## config.mk

```make
export PLATFORM = sky130hd
export DESIGN_NAME = pt_walker
export DESIGN_NICKNAME = d
export VERILOG_FILES = /design/src/rtl/pt_walk_pkg.sv /design/src/rtl/pt_walk_ctrl.sv /design/src/rtl/pt_walk_dp.sv /design/src/rtl/pt_walker.sv
export SDC_FILE = /design/constraint.sdc
export NUM_CORES = 1
export LEC_CHECK = 0
export BUFFER_PORTS_ARGS = -buffer_cell sky130_fd_sc_hd__buf_4
export CAP_MARGIN = 40
export CORE_UTILIZATION = 49
export DETAILED_ROUTE_END_ITERATION = 10
export PLACE_DENSITY_LB_ADDON = 0.2
export SKIP_LAST_GASP = 1
export SYNTH_ARGS = -nofsm -noshare
export SYNTH_HDL_FRONTEND = slang
export SYNTH_SLANG_ARGS = --single-unit
```

## constraint.sdc

```tcl
create_clock -name clk -period 9.7 [get_ports clk]
set_input_delay 1.94 -clock clk [delete_from_list [all_inputs] [get_ports clk]]
set_output_delay 1.94 -clock clk [all_outputs]
set_load 0.01 [all_outputs]
```

## src/rtl/pt_walk_pkg.sv

```systemverilog
package pt_walk_pkg;

  typedef enum logic [2:0] {
    S_IDLE,
    S_CALC,
    S_READ,
    S_CHECK,
    S_DONE
  } walkState_t;

  typedef struct packed {
    logic takeReq;
    logic takeAddr;
    logic takeEntry;
    logic takeResult;
  } walkStrobe_t;

  // bit positions inside an 18-bit table entry
  localparam int ENT_ACC   = 17;
  localparam int ENT_WR    = 16;
  localparam int ENT_SOFT  = 15;
  localparam int ENT_CACHE = 14;

  // bit positions inside the 36-bit page-fail word
  localparam int FW_VIRT  = 35;
  localparam int FW_USER  = 34;
  localparam int FW_WRITE = 33;
  localparam int FW_ACC   = 32;
  localparam int FW_SOFT  = 31;
  localparam int FW_WR    = 30;
  localparam int FW_CACHE = 29;

endpackage

```

## src/rtl/pt_walk_ctrl.sv

```systemverilog
module pt_walk_ctrl
  import pt_walk_pkg::*;
(
  input  logic        clk,
  input  logic        rstN,
  input  logic        start,
  input  logic        memAck,
  output walkStrobe_t strobe,
  output logic        memReq,
  output logic        done
);

  walkState_t state, stateNext;

  always_ff @(posedge clk) begin
    if (!rstN) state <= S_IDLE;
    else       state <= stateNext;
  end

  always_comb begin
    stateNext = state;
    strobe    = '0;
    memReq    = 1'b0;
    done      = 1'b0;
    unique case (state)
      S_IDLE: begin
        if (start) begin
          strobe.takeReq = 1'b1;
          stateNext      = S_CALC;
        end
      end
      S_CALC: begin
        strobe.takeAddr = 1'b1;
        stateNext       = S_READ;
      end
      S_READ: begin
        memReq = 1'b1;
        if (memAck) begin
          strobe.takeEntry = 1'b1;
          stateNext        = S_CHECK;
        end
      end
      S_CHECK: begin
        strobe.takeResult = 1'b1;
        stateNext         = S_DONE;
      end
      S_DONE: begin
        done      = 1'b1;
        stateNext = S_IDLE;
      end
      default: stateNext = S_IDLE;
    endcase
  end

endmodule

```

## src/rtl/pt_walk_dp.sv

```systemverilog
module pt_walk_dp
  import pt_walk_pkg::*;
#(
  parameter int VA_W            = 18,
  parameter int OFS_W           = 9,
  parameter int PA_W            = 20,
  parameter int WORD_W          = 36,
  parameter int USER_MAP_OFS    = 'o0,
  parameter int EXEC_LOW_OFS    = 'o600,
  parameter int EXEC_MID_OFS    = 'o400,
  parameter int EXEC_HIGH_OFS   = 'o200,
  parameter int EXEC_MID_START  = 'o340,
  parameter int EXEC_HIGH_START = 'o400
) (
  input  logic              clk,
  input  logic              rstN,
  input  walkStrobe_t       strobe,
  input  logic              done,
  input  logic [VA_W-1:0]   vaddr,
  input  logic              isUser,
  input  logic              isWrite,
  input  logic              isMap,
  input  logic              isConsole,
  input  logic [PA_W-1:0]   execBase,
  input  logic [PA_W-1:0]   userBase,
  input  logic [WORD_W-1:0] memRdata,
  output logic [PA_W-1:0]   memAddr,
  output logic              granted,
  output logic              install,
  output logic [PA_W-OFS_W-1:0] fillPpn,
  output logic              fillMod,
  output logic [WORD_W-1:0] failWord
);

  localparam int PAGE_W = VA_W - OFS_W;
  localparam int HALF_W = WORD_W / 2;
  localparam int PPN_W  = PA_W - OFS_W;
  localparam logic [PAGE_W-1:0] MID_PG  = EXEC_MID_START[PAGE_W-1:0];
  localparam logic [PAGE_W-1:0] HIGH_PG = EXEC_HIGH_START[PAGE_W-1:0];
  localparam logic [PA_W-1:0] U_OFS  = USER_MAP_OFS[PA_W-1:0];
  localparam logic [PA_W-1:0] EL_OFS = EXEC_LOW_OFS[PA_W-1:0];
  localparam logic [PA_W-1:0] EM_OFS = EXEC_MID_OFS[PA_W-1:0];
  localparam logic [PA_W-1:0] EH_OFS = EXEC_HIGH_OFS[PA_W-1:0];

  logic [VA_W-1:0]   vaddrQ;
  logic              userQ, writeQ, mapQ, conQ;
  logic [PA_W-1:0]   execBaseQ, userBaseQ;
  logic [HALF_W-1:0] entryQ;
  logic              grantedQ, modQ;
  logic [PPN_W-1:0]  ppnQ;
  logic [WORD_W-1:0] failQ;

  logic [PAGE_W-1:0] page;
  assign page = vaddrQ[VA_W-1:OFS_W];

  // request capture
  always_ff @(posedge clk) begin
    if (!rstN) begin
      vaddrQ    <= '0;
      userQ     <= 1'b0;
      writeQ    <= 1'b0;
      mapQ      <= 1'b0;
      conQ      <= 1'b0;
      execBaseQ <= '0;
      userBaseQ <= '0;
    end else if (strobe.takeReq) begin
      vaddrQ    <= vaddr;
      userQ     <= isUser;
      writeQ    <= isWrite;
      mapQ      <= isMap;
      conQ      <= isConsole;
      execBaseQ <= execBase;
      userBaseQ <= userBase;
    end
  end

  // region decode and entry-pair address
  logic [PAGE_W-1:0] relPage;
  logic [PA_W-1:0]   regionBase, regionOfs, addrNext;

  always_comb begin
    if (userQ) begin
      regionBase = userBaseQ;
      regionOfs  = U_OFS;
      relPage    = page;
    end else if (page < MID_PG) begin
      regionBase = execBaseQ;
      regionOfs  = EL_OFS;
      relPage    = page;
    end else if (page < HIGH_PG) begin
      regionBase = userBaseQ;
      regionOfs  = EM_OFS;
      relPage    = page - MID_PG;
    end else begin
      regionBase = execBaseQ;
      regionOfs  = EH_OFS;
      relPage    = page - HIGH_PG;
    end
    addrNext = regionBase + regionOfs + {{(PA_W-PAGE_W){1'b0}}, (relPage >> 1)};
  end

  always_ff @(posedge clk) begin
    if (!rstN)               memAddr <= '0;
    else if (strobe.takeAddr) memAddr <= addrNext;
  end

  // half-word select: odd page right half, even page left half
  always_ff @(posedge clk) begin
    if (!rstN) entryQ <= '0;
    else if (strobe.takeEntry)
      entryQ <= page[0] ? memRdata[HALF_W-1:0] : memRdata[WORD_W-1:HALF_W];
  end

  // access check and fail word
  logic entAcc, entWr, entSoft, entCache, grantNow;
  logic [WORD_W-1:0] failNext;

  always_comb begin
    entAcc   = entryQ[ENT_ACC];
    entWr    = entryQ[ENT_WR];
    entSoft  = entryQ[ENT_SOFT];
    entCache = entryQ[ENT_CACHE];
    grantNow = entAcc & (~writeQ | entWr);
    failNext = '0;
    failNext[FW_VIRT]   = 1'b1;
    failNext[FW_USER]   = userQ;
    failNext[FW_WRITE]  = writeQ;
    failNext[FW_ACC]    = entAcc;
    failNext[FW_SOFT]   = entSoft & (entAcc | mapQ);
    failNext[FW_WR]     = entWr & mapQ;
    failNext[FW_CACHE]  = entCache & mapQ;
    failNext[VA_W-1:0]  = vaddrQ;
  end

  always_ff @(posedge clk) begin
    if (!rstN) begin
      grantedQ <= 1'b0;
      modQ     <= 1'b0;
      ppnQ     <= '0;
      failQ    <= '0;
    end else if (strobe.takeResult) begin
      grantedQ <= grantNow;
      modQ     <= entWr;
      ppnQ     <= entryQ[PPN_W-1:0];
      failQ    <= failNext;
    end
  end

  assign granted  = grantedQ;
  assign fillMod  = modQ;
  assign fillPpn  = ppnQ;
  assign failWord = failQ;
  assign install  = done & grantedQ & ~conQ;

endmodule

```

## src/rtl/pt_walker.sv

```systemverilog
module pt_walker
  import pt_walk_pkg::*;
#(
  parameter int VA_W            = 18,
  parameter int OFS_W           = 9,
  parameter int PA_W            = 20,
  parameter int WORD_W          = 36,
  parameter int USER_MAP_OFS    = 'o0,
  parameter int EXEC_LOW_OFS    = 'o600,
  parameter int EXEC_MID_OFS    = 'o400,
  parameter int EXEC_HIGH_OFS   = 'o200,
  parameter int EXEC_MID_START  = 'o340,
  parameter int EXEC_HIGH_START = 'o400
) (
  input  logic              clk,
  input  logic              rstN,
  input  logic              start,
  input  logic [VA_W-1:0]   vaddr,
  input  logic              isUser,
  input  logic              isWrite,
  input  logic              isMap,
  input  logic              isConsole,
  input  logic [PA_W-1:0]   execBase,
  input  logic [PA_W-1:0]   userBase,
  output logic              memReq,
  output logic [PA_W-1:0]   memAddr,
  input  logic              memAck,
  input  logic [WORD_W-1:0] memRdata,
  output logic              done,
  output logic              granted,
  output logic              install,
  output logic [PA_W-OFS_W-1:0] fillPpn,
  output logic              fillMod,
  output logic [WORD_W-1:0] failWord
);

  walkStrobe_t strobe;

  pt_walk_ctrl u_ctrl (
    .clk    (clk),
    .rstN   (rstN),
    .start  (start),
    .memAck (memAck),
    .strobe (strobe),
    .memReq (memReq),
    .done   (done)
  );

  pt_walk_dp #(
    .VA_W            (VA_W),
    .OFS_W           (OFS_W),
    .PA_W            (PA_W),
    .WORD_W          (WORD_W),
    .USER_MAP_OFS    (USER_MAP_OFS),
    .EXEC_LOW_OFS    (EXEC_LOW_OFS),
    .EXEC_MID_OFS    (EXEC_MID_OFS),
    .EXEC_HIGH_OFS   (EXEC_HIGH_OFS),
    .EXEC_MID_START  (EXEC_MID_START),
    .EXEC_HIGH_START (EXEC_HIGH_START)
  ) u_dp (
    .clk       (clk),
    .rstN      (rstN),
    .strobe    (strobe),
    .done      (done),
    .vaddr     (vaddr),
    .isUser    (isUser),
    .isWrite   (isWrite),
    .isMap     (isMap),
    .isConsole (isConsole),
    .execBase  (execBase),
    .userBase  (userBase),
    .memRdata  (memRdata),
    .memAddr   (memAddr),
    .granted   (granted),
    .install   (install),
    .fillPpn   (fillPpn),
    .fillMod   (fillMod),
    .failWord  (failWord)
  );

endmodule

```

==> results of run 1 <==
==> critical path: stages, from the launching register on <==
cell       delay, ns
dfxtp_1         0.35
ha_1            0.26
a31oi_4         0.18
buf_4           0.41
mux2_2          0.39
ha_1            0.28
ha_1            0.25
fa_1            0.44
a211oi_2        0.36
o2111ai_2       0.19
o211ai_2        0.18
o21bai_1        0.19
mux2i_1         0.27
nand2_1         0.07
==> flip-flops by register name, indices dropped and copies added (netlist names) <==
| signal | count |
|---|---|
| u_dp.vaddrQ | 18 |
| u_dp.userBaseQ | 20 |
| u_dp.writeQ | 1 |
| u_dp.fillPpn | 11 |
| u_dp.conQ | 1 |
| u_dp.userQ | 1 |
| u_dp.failWord | 25 |
| u_dp.granted | 1 |
| u_dp.memAddr | 20 |
| u_ctrl.state | 3 |
| u_dp.entryQ | 15 |
| u_dp.execBaseQ | 20 |
| u_dp.mapQ | 1 |
| u_dp.fillMod | 1 |
==> metal layers <==
layer / GRT usage, % / vias up / wire [um]
li1: - / 2757 / -
met1: 26.91 / 2525 / 6660
met2: 39.84 / 141 / 7615
met3: 7.878 / 19 / 881
met4: 7.426 / 0 / 197
met5: 0 / - / 0
==> per-stage QoR <==
| stage | hold slack (ns) | utilization [%] | setup slack, ns | total power [mW] | std cells |
|---|---|---|---|---|---|
| finish | 0.4537 | 65.18 | 5.757 | 1.550 | 1060 |
| global route | 0.4764 | 65.18 | 5.543 | 1.614 | 1060 |
| CTS | 0.4545 | 65.18 | 5.759 | 1.563 | 1060 |
| detailed placement | 0.4474 | 60.05 | 5.793 | 0.8503 | 1029 |
| global placement | 0.4377 | 59.84 | 5.830 | 0.8421 | 1028 |
| floorplan | 0.4316 | - | 5.961 | 0.7791 | 756 |
==> kinds of logic after synthesis <==
family                   Yosys count
AND/OR/NAND/NOR                  298
buffers and inverters             65
multiplexers                      41
flip-flops                       138
other                              1
AO/OA/AOI/OAI                    171
XOR/XNOR                          12
adder cells (fa/ha/maj)           20
==> layout make-up <==
type                    count  area share, %
well taps                 172          2.585
inverters                   3         0.1353
flip-flops and latches    138          33.18
clock inverters             6          1.909
multi-input cells         553          41.30
clock buffers              25          5.951
repair buffers            163          14.94
==> synthesized netlist by cell type, drive strengths merged, types with 3 or more instances <==
| library cell | count |
|---|---|
| a21oi | 9 |
| and3 | 4 |
| ha | 18 |
| xnor2 | 7 |
| mux2 | 15 |
| a211oi | 3 |
| buf | 37 |
| a21boi | 103 |
| o211ai | 9 |
| nand2 | 235 |
| mux2i | 26 |
| dfxtp | 138 |
| xor2 | 5 |
| nor3 | 3 |
| o211a | 16 |
| nor3b | 4 |
| nor2 | 15 |
| a21o | 4 |
| inv | 3 |
| nand3 | 15 |
| o21ai | 17 |
| clkbuf | 25 |
| and2 | 8 |
==> placed cells by master (no fill, tap or decap), types with 3 or more instances in the layout <==
cell / n
o211a_1: 16
clkbuf_16: 17
nand2_1: 234
nand3_1: 15
a21oi_1: 9
bufinv_16: 5
buf_4: 162
nor3_1: 3
mux2i_1: 26
nor3b_1: 3
xor2_1: 5
o21ai_1: 3
and3_1: 4
ha_1: 18
dfxtp_1: 138
clkbuf_1: 4
nor2_1: 15
and2_1: 7
clkbuf_8: 4
xnor2_1: 7
o21ai_0: 13
o211ai_1: 7
conb_1: 11
a21boi_1: 27
mux2_2: 15
a21o_1: 3
a21boi_0: 76
==> how the worst min path moves through the flow <==
| stage | end | slack, ns | depth (start not counted) |
|---|---|---|---|
| floorplan | u_dp.execBaseQ[0] | 0.43 | 2 |
| global placement | u_dp.execBaseQ[8] | 0.44 | 2 |
| CTS | u_dp.execBaseQ[1] | 0.45 | 2 |
| detailed placement | u_dp.execBaseQ[1] | 0.45 | 2 |
| finish | u_dp.execBaseQ[1] | 0.45 | 2 |
| global route | u_dp.execBaseQ[0] | 0.48 | 2 |
==> power by group through the flow <==
stage	logic (mW)	clock network, mW	registers, mW
floorplan	0.147	0	0.632
global route	0.231	0.748	0.635
CTS	0.210	0.722	0.630
global placement	0.202	0	0.640
finish	0.208	0.711	0.631
detailed placement	0.208	0	0.642
==> reports/metrics.cfg, run 1 <==
[synthesis]
async_reset_ff_share_pct=0
synth.avg_cell_area_um2=8.713
synth_top_family_by_area=compound AO/OA/AOI/OAI gates
yosys.area_share.simple_pct=19.54
synth_edf_count=0
synth_compound_area_share_pct=20.42
synth-xor-area-share_pct=1.617
synthMuxAreaShare_pct=6.603
synth.distinct_cells=58
synthesis.instances=746
synthAdderAreaFrac_pct=4.081
synthTopCellsByArea=dfxtp_1, nand2_1, a21boi_0
ys_ff_latch=138
yosysTopAreaCell=dfxtp_1
synth_top_area_share_pct=42.50
synth_area_um2=6500
yosys_most_used_dff=dfxtp_1
seq_area_frac_synth_pct=42.50
ys.warnings.count=0

[critical_path]
critPathCapture=u_dp.memAddr[15]
worstPathArrival_ns=4.24
worstSetupStartpoint=u_dp.vaddrQ[14]
cp.required_ns=10.00
r2r-start=u_dp.vaddrQ[14]
cp-start-kind=register
path_class=register to register
reg2reg_to=u_dp.memAddr[15]
cp-end-kind=register
r2r_setup_slack_ns=5.76
ff2ff_path_depth=13
crit_fanout=33

[cells_and_area]
multi_input_area_um2=3438
fillers=1086
seqCellArea_um2=2763
synthToLayoutAreaGrowth_pct=28.08
layout-drive-gt1-share_pct=24.89
diodes=0
final_cell_area_um2=8325
nets=998

[grt]
grt_max_degree=82
grt_pass1_wl_um=24250
grt_pass1_vias=5123
overflow=0
antenna_found_initial=0
grt_use_total_pct=23.11

[pwr]
internal_power_mw=1.181
clock_power_share_pct=45.9
switching_power_mw=0.3687
p_sw_share_pct=23.79
p_comb_share_pct=13.4
p_leak_nw=3.701
p_per_area_nw_per_um2=186.1
p_seq_share_pct=40.7
worst_ir_drop_vdd_v=0.0001295

[drt]
wire_per_inst_um=14.49
routed_wl_um=15360
drc=0
firstDrtPassIters=4
drt_iter0_drc=292
vias=5442
antenna_left=0
viasPerCell=5.134

[sta]
max_freq_mhz=253.6
tns_ns=0
skew_ns=0.007868
slew_headroom_pct=39.83
post-route-min-period_ns=3.943
finalCritPeriodShare_pct=40.65
finalHoldViolations=0
drv_slew=0
rsz0062_at_grt=no
tightest_slew_ns=0.9014
setup_violations=0

[die]
io_pins=174
die_width_um=117.2
die_y_um=117.2
dieArea_um2=13730
start_util_pct=50.89
placementRows=41
core_um2=12770

[run_status]
outcome=finished clean

[hold_path]
hold_path_class=register to register
worstHoldStart=u_dp.execBaseQ[1]

[placement]
gp_congestion=0.7946
post_dp_cell_area_um2=7671
io_buffers=156
dpl.hpwl_um=10750

[clocking]
clk_pin_slew_ns=0.06
cts_root_buffer=clkbuf_16
cts_tree=yes
clk_latency_ns=0.42
cts_buffers=17
cts_setup_buffers=0
cts_max_level=4
max-clock-path-buffers=2
postCtsResizedCells=0
holdBufCountCts=0
cts.sinks=138

[run]
drv_cap=0

No activity file was read; power rests on OpenSTA's default activity.
==> run 2, diff against run 1 <==
Clock period 9.7 ns to 4 ns, I/O delays scaled along.
==> reports/metrics.cfg, run 2 (synthesis gave the netlist of run 1 again) <==
[pwr]
p_sw_share_pct=25.16  ; was 23.79%
p_leak_nw=3.684  ; was 3.701 nW
clock_power_share_pct=44.4  ; was 45.9%
p_per_area_nw_per_um2=440.8  ; was 186.1 nW/um2
internal_power_mw=2.734  ; was 1.181 mW
p_seq_share_pct=41.8  ; was 40.7%
worst_ir_drop_vdd_v=0.0002699  ; was 0.0001295 V
switching_power_mw=0.9192  ; was 0.3687 mW
p_comb_share_pct=13.7  ; was 13.4%

[cells_and_area]
nets=999  ; was 998
synthToLayoutAreaGrowth_pct=27.51  ; was 28.08%
diodes=0  ; unchanged
layout-drive-gt1-share_pct=25.42  ; was 24.89%
final_cell_mix=nand2_1, buf_4, dfxtp_1  ; unchanged
fillers=1076  ; was 1086
multi_input_area_um2=3438  ; unchanged
seqCellArea_um2=2763  ; unchanged
final_cell_area_um2=8288  ; was 8325 um2
largest_reg_flops=25  ; unchanged
final_common_cell=nand2_1  ; unchanged

[die]
dieArea_um2=13730  ; unchanged
placementRows=41  ; unchanged
core_um2=12770  ; unchanged
die_width_um=117.2  ; unchanged
die_y_um=117.2  ; unchanged
io_pins=174  ; unchanged
start_util_pct=50.89  ; unchanged

[placement]
gp_congestion=0.8345  ; was 0.7946
dpl.hpwl_um=10680  ; was 10750 um
post_dp_cell_area_um2=7666  ; was 7671 um2
pre_cts_ws_ns=0.2561  ; was 5.793 ns
io_buffers=156  ; unchanged

[sta]
max_freq_mhz=264.9  ; was 253.6 MHz
tightest_slew_ns=0.8873  ; was 0.9014 ns
finalHoldViolations=0  ; unchanged
finalCritPeriodShare_pct=94.38  ; was 40.65%
slew_headroom_pct=40.76  ; was 39.83%
rsz0062_at_grt=no  ; unchanged
timing.final.ws_setup_ns=0.2249  ; was 5.757 ns
tns_ns=0  ; unchanged
skew_ns=0.007537  ; was 0.007868 ns
post-route-min-period_ns=3.775  ; was 3.943 ns
drv_slew=0  ; unchanged
setup_violations=0  ; unchanged

[grt]
grt_pass1_vias=5152  ; was 5123
grt_pass1_wl_um=24480  ; was 24250 um
overflow=0  ; unchanged
antenna_found_initial=0  ; unchanged
grt_use_total_pct=23.18  ; was 23.11%
grt_max_degree=80  ; was 82

[clocking]
max-clock-path-buffers=2  ; unchanged
cts_max_level=4  ; unchanged
cts.sinks=138  ; unchanged
cts_tree=yes  ; unchanged
clk_pin_slew_ns=0.06  ; about the same
cts_buffers=17  ; unchanged
holdBufCountCts=0  ; unchanged
clk_latency_ns=0.42  ; about the same
cts_root_buffer=clkbuf_16  ; unchanged
postCtsResizedCells=0  ; unchanged
cts_setup_buffers=0  ; unchanged

[critical_path]
path_class=register to register  ; unchanged
cp-start-kind=register  ; unchanged
cp.required_ns=4.36  ; was 10.00 ns
worstPathArrival_ns=4.13  ; was 4.24 ns
cp-end-kind=register  ; unchanged
crit_fanout=30  ; was 33

[run]
drv_cap=0  ; unchanged

[drt]
drc=0  ; unchanged
drt_iter0_drc=248  ; was 292
wl_met2_um=7339  ; was 7615 um
top_layer=met4  ; unchanged
viasPerCell=5.144  ; was 5.134
antenna_left=0  ; unchanged
met3_length_um=827  ; was 881 um
wire_per_inst_um=14.44  ; was 14.49 um
wl_met1_um=6942  ; was 6660 um
vias=5458  ; was 5442
firstDrtPassIters=4  ; unchanged
routed_wl_um=15330  ; was 15360 um

[hold_path]
hold_path_class=register to register  ; unchanged

[run_status]
outcome=finished clean  ; unchanged

run 2: final timing paths:
path	slack [ns]	cells after the start	start	end
setup / recovery	0.22	11	u_dp.vaddrQ[14]	u_dp.memAddr[11]
hold / removal	0.45	2	u_dp.execBaseQ[3]	u_dp.execBaseQ[3]
setup reg to reg	0.22	11	u_dp.vaddrQ[14]	u_dp.memAddr[11]
hold reg to reg	0.45	2	u_dp.execBaseQ[3]	u_dp.execBaseQ[3]
run 2: cell type report:
cell class	instances	area share (%)
clock inverters	10	1.706
well taps	172	2.597
multi-input cells	553	41.49
repair buffers	164	14.95
inverters	3	0.1359
clock buffers	21	5.797
flip-flops and latches	138	33.33
run 2: routing by layer:
metal / track usage (%) / up-vias
met5: 0 / -
met4: 9.198 / 0
met3: 6.797 / 13
met2: 37.96 / 149
met1: 28.65 / 2535
li1: - / 2761
run 2: critical path, stage by stage (launching register included):
cell      delay [ns]
dfxtp_1         0.35
ha_1            0.27
a31oi_4         0.28
buf_4           0.41
mux2_2          0.41
fa_1            0.52
ha_1            0.26
o21ai_0         0.16
o21ai_0         0.22
o211ai_2        0.19
or4_1           0.53
nand3_1         0.09
run 2: through the flow:
step	total power, mW	cells	hold slack [ns]	util (%)
5_1_grt	3.819	1061	0.4734	64.88
4_1_cts	3.688	1061	0.4557	64.88
2_1_floorplan	1.889	756	0.4316	-
3_5_place_dp	2.060	1030	0.4459	60.02
6_report	3.653	1061	0.4520	64.88
3_3_place_gp	2.041	1029	0.4407	59.90
run 2: power groups by stage:
stage / Sequential (mW) / Clock (mW) / Combinational (mW)
after floorplan: 1.53 / 0 / 0.356
after global routing: 1.54 / 1.72 / 0.561
final: 1.53 / 1.62 / 0.502
after detailed placement: 1.56 / 0 / 0.502
after global placement: 1.55 / 0 / 0.488
after CTS: 1.53 / 1.65 / 0.508
==> run 3, diff against run 2 <==
--- a/config.mk
+++ b/config.mk
@@ -8,5 +8,5 @@
 export BUFFER_PORTS_ARGS = -buffer_cell sky130_fd_sc_hd__buf_4
 export CAP_MARGIN = 40
-export CORE_UTILIZATION = 49
+export CORE_UTILIZATION = 48
 export DETAILED_ROUTE_END_ITERATION = 10
 export PLACE_DENSITY_LB_ADDON = 0.2
==> constraint.sdc (replaced) <==
create_clock -name clk -period 3.3 [get_ports clk]
set_input_delay 0.66 -clock clk [delete_from_list [all_inputs] [get_ports clk]]
set_output_delay 0.66 -clock clk [all_outputs]
set_load 0.005 [all_outputs]
==> reports/metrics.cfg, run 3 (synthesis gave the netlist of run 1 again) <==
[critical_path]
critPathCapture=u_dp.memAddr[15]  ; was u_dp.memAddr[11]
cp_top_family=compound AO/OA/AOI/OAI gates  ; was adder cells
crit_chain=ha_4 -> a31oi_4 -> buf_12 -> mux2_4 -> ha_4 -> ha_4 -> fa_2 -> a211oi_4 -> o2111ai_2 -> o211ai_4 -> o21bai_4 -> mux2i_1 -> nand2_1  ; was ha_1 -> a31oi_4 -> buf_4 -> mux2_2 -> fa_1 -> ha_1 -> o21ai_0 -> o21ai_0 -> o211ai_2 -> or4_1 -> nand3_1
cp.required_ns=3.61  ; was 4.36 ns
crit_fanout=7  ; was 30
r2r-start=u_dp.vaddrQ[14]  ; unchanged
worstSetupStartpoint=u_dp.vaddrQ[14]  ; unchanged
cp-end-kind=register  ; unchanged
worstPathArrival_ns=3.51  ; was 4.13 ns
cp_common_cell=ha_4
path_class=register to register  ; unchanged
reg2reg_to=u_dp.memAddr[15]  ; was u_dp.memAddr[11]
cp_slowest_cell=fa_2  ; was or4_1
r2r_setup_slack_ns=0.11  ; was 0.22 ns
critical_path.n_buffers_inverters=1  ; unchanged
cp-start-kind=register  ; unchanged
ff2ff_path_depth=13  ; was 11
critical_path_depth=13  ; was 11
worst_path_largest_cell_delay_ns=0.37  ; was 0.53 ns

[cells_and_area]
diodes=0  ; unchanged
seqCellArea_um2=2765  ; was 2763 um2
final_cell_area_um2=8494  ; was 8288 um2
final_cell_mix=nand2_1, buf_4, dfxtp_1  ; unchanged
nets=1006  ; was 999
synthToLayoutAreaGrowth_pct=30.68  ; was 27.51%
fillers=1133  ; was 1076
multi_input_area_um2=3557  ; was 3438 um2
final_common_cell=nand2_1  ; unchanged
largest_reg_flops=25  ; unchanged
layout-drive-gt1-share_pct=27.20  ; was 25.42%

[die]
core_um2=13240  ; was 12770 um2
die_width_um=118.4  ; was 117.2 um
io_pins=174  ; unchanged
die_y_um=118.4  ; was 117.2 um
start_util_pct=49.08  ; was 50.89%
placementRows=42  ; was 41
dieArea_um2=14010  ; was 13730 um2

[pwr]
p_total_mw=4.493  ; was 3.653 mW
p_per_area_nw_per_um2=528.9  ; was 440.8 nW/um2
worst_ir_drop_vdd_v=0.0003408  ; was 0.0002699 V
p_leak_nw=3.716  ; was 3.684 nW

[sta]
setup_violations=0  ; unchanged
finalCritPeriodShare_pct=96.77  ; was 94.38%
drv_slew=0  ; unchanged
rsz0062_at_grt=yes  ; was no
skew_ns=0.005326  ; was 0.007537 ns
tns_ns=0  ; unchanged
slew_headroom_pct=39.59  ; was 40.76%
finalHoldViolations=0  ; unchanged
max_freq_mhz=313.1  ; was 264.9 MHz
tightest_slew_ns=0.9050  ; was 0.8873 ns
post-route-min-period_ns=3.193  ; was 3.775 ns

[clocking]
clk_pin_slew_ns=0.06  ; about the same
cts.sinks=138  ; unchanged
cts_tree=yes  ; unchanged
cts_root_buffer=clkbuf_16  ; unchanged
clk_latency_ns=0.42  ; about the same
cts_buffers=17  ; unchanged
holdBufCountCts=0  ; unchanged
cts_max_level=4  ; unchanged
max-clock-path-buffers=2  ; unchanged

[grt]
grt_use_total_pct=22.70  ; was 23.18%
antenna_found_initial=0  ; unchanged
grt_max_degree=63  ; was 80
overflow=0  ; unchanged
grt_pass1_vias=5332  ; was 5152
grt_pass1_wl_um=25290  ; was 24480 um

[drt]
viasPerCell=5.135  ; was 5.144
antenna_left=0  ; unchanged
wire_per_inst_um=14.37  ; was 14.44 um
firstDrtPassIters=5  ; was 4
vias=5510  ; was 5458
drt_iter0_drc=228  ; was 248
routed_wl_um=15420  ; was 15330 um
drc=0  ; unchanged

[placement]
post_dp_cell_area_um2=7779  ; was 7666 um2
dpl.hpwl_um=10980  ; was 10680 um
io_buffers=156  ; unchanged
gp_congestion=0.8962  ; was 0.8345

[run_status]
outcome=finished clean  ; unchanged

[run]
drv_cap=0  ; unchanged

[hold_path]
hold_path_class=register to register  ; unchanged

-- run 3: cell types whose count changed in the layout (fill, tap and decap cells not counted), sizes merged --
cell,previous run,this run
buf,164,171
bufinv,3,4
clkbuf,21,20
clkinvlp,2,3
-- run 3: worst min path at each step --
stage | endpoint | depth (start not counted) | from | slack, ns
detailed placement | u_dp.execBaseQ[2] | 2 | u_dp.execBaseQ[2] | 0.45
CTS | u_dp.execBaseQ[8] | 2 | u_dp.execBaseQ[8] | 0.46
floorplan | u_dp.execBaseQ[0] | 2 | u_dp.execBaseQ[0] | 0.43
global route | u_dp.userBaseQ[0] | 2 | u_dp.userBaseQ[0] | 0.48
finish | u_dp.memAddr[15] | 2 | u_dp.memAddr[15] | 0.45
global placement | u_dp.vaddrQ[7] | 2 | u_dp.vaddrQ[7] | 0.45
-- run 3: area by class of cell --
type,count,share of cell area (%)
multi-input combinational,553,41.88
tap,176,2.592
clock inverter,12,2.018
inverter,3,0.1326
sequential,138,32.55
timing repair buffer,171,15.45
clock buffer,20,5.376
-- run 3: worst reg2reg max path, delay by kind of cell, from the launching register on --
kind                       cells  cell delay (ns)
DFF                            1             0.33
and+or+nand+nor                1             0.06
muxes                          2             0.50
adders and majority gates      4             0.92
buffers and inverters          1             0.16
AOI/OAI and AO/OA              5             1.10
-- run 3: per-layer routing --
layer | global-route usage, % | routed length, um | vias up
met5 | 0 | 0 | -
met4 | 8.307 | 287 | 0
met3 | 5.840 | 762 | 27
met2 | 39.52 | 7636 | 144
met1 | 26.83 | 6734 | 2547
li1 | - | - | 2792
-- run 3: power breakdown --
| part | leakage, nW | internal [mW] | switching, mW |
|---|---|---|---|
| sequential | 1.12 | 1.77 | 0.0856 |
| combinational | 2.29 | 0.311 | 0.332 |
| clock | 0.302 | 1.30 | 0.698 |
-- run 3: stage by stage --
step | setup slack [ns] | hold WS [ns] | utilization (%) | instances
global route | -0.03946 | 0.4811 | 64.14 | 1073
detailed placement | -0.04850 | 0.4469 | 58.74 | 1038
CTS | 0.04090 | 0.4556 | 63.51 | 1070
floorplan | -0.03363 | 0.4316 | - | 756
global placement | 0.04460 | 0.4456 | 58.74 | 1038
finish | 0.1065 | 0.4488 | 64.14 | 1073
-- run 3: what timing repair did --
item,in CTS,in global routing
pin swaps,0,6
gates resized for setup,1,9
gates cloned,0,0
buffers inserted,0,3
setup endpoints to repair,3,11
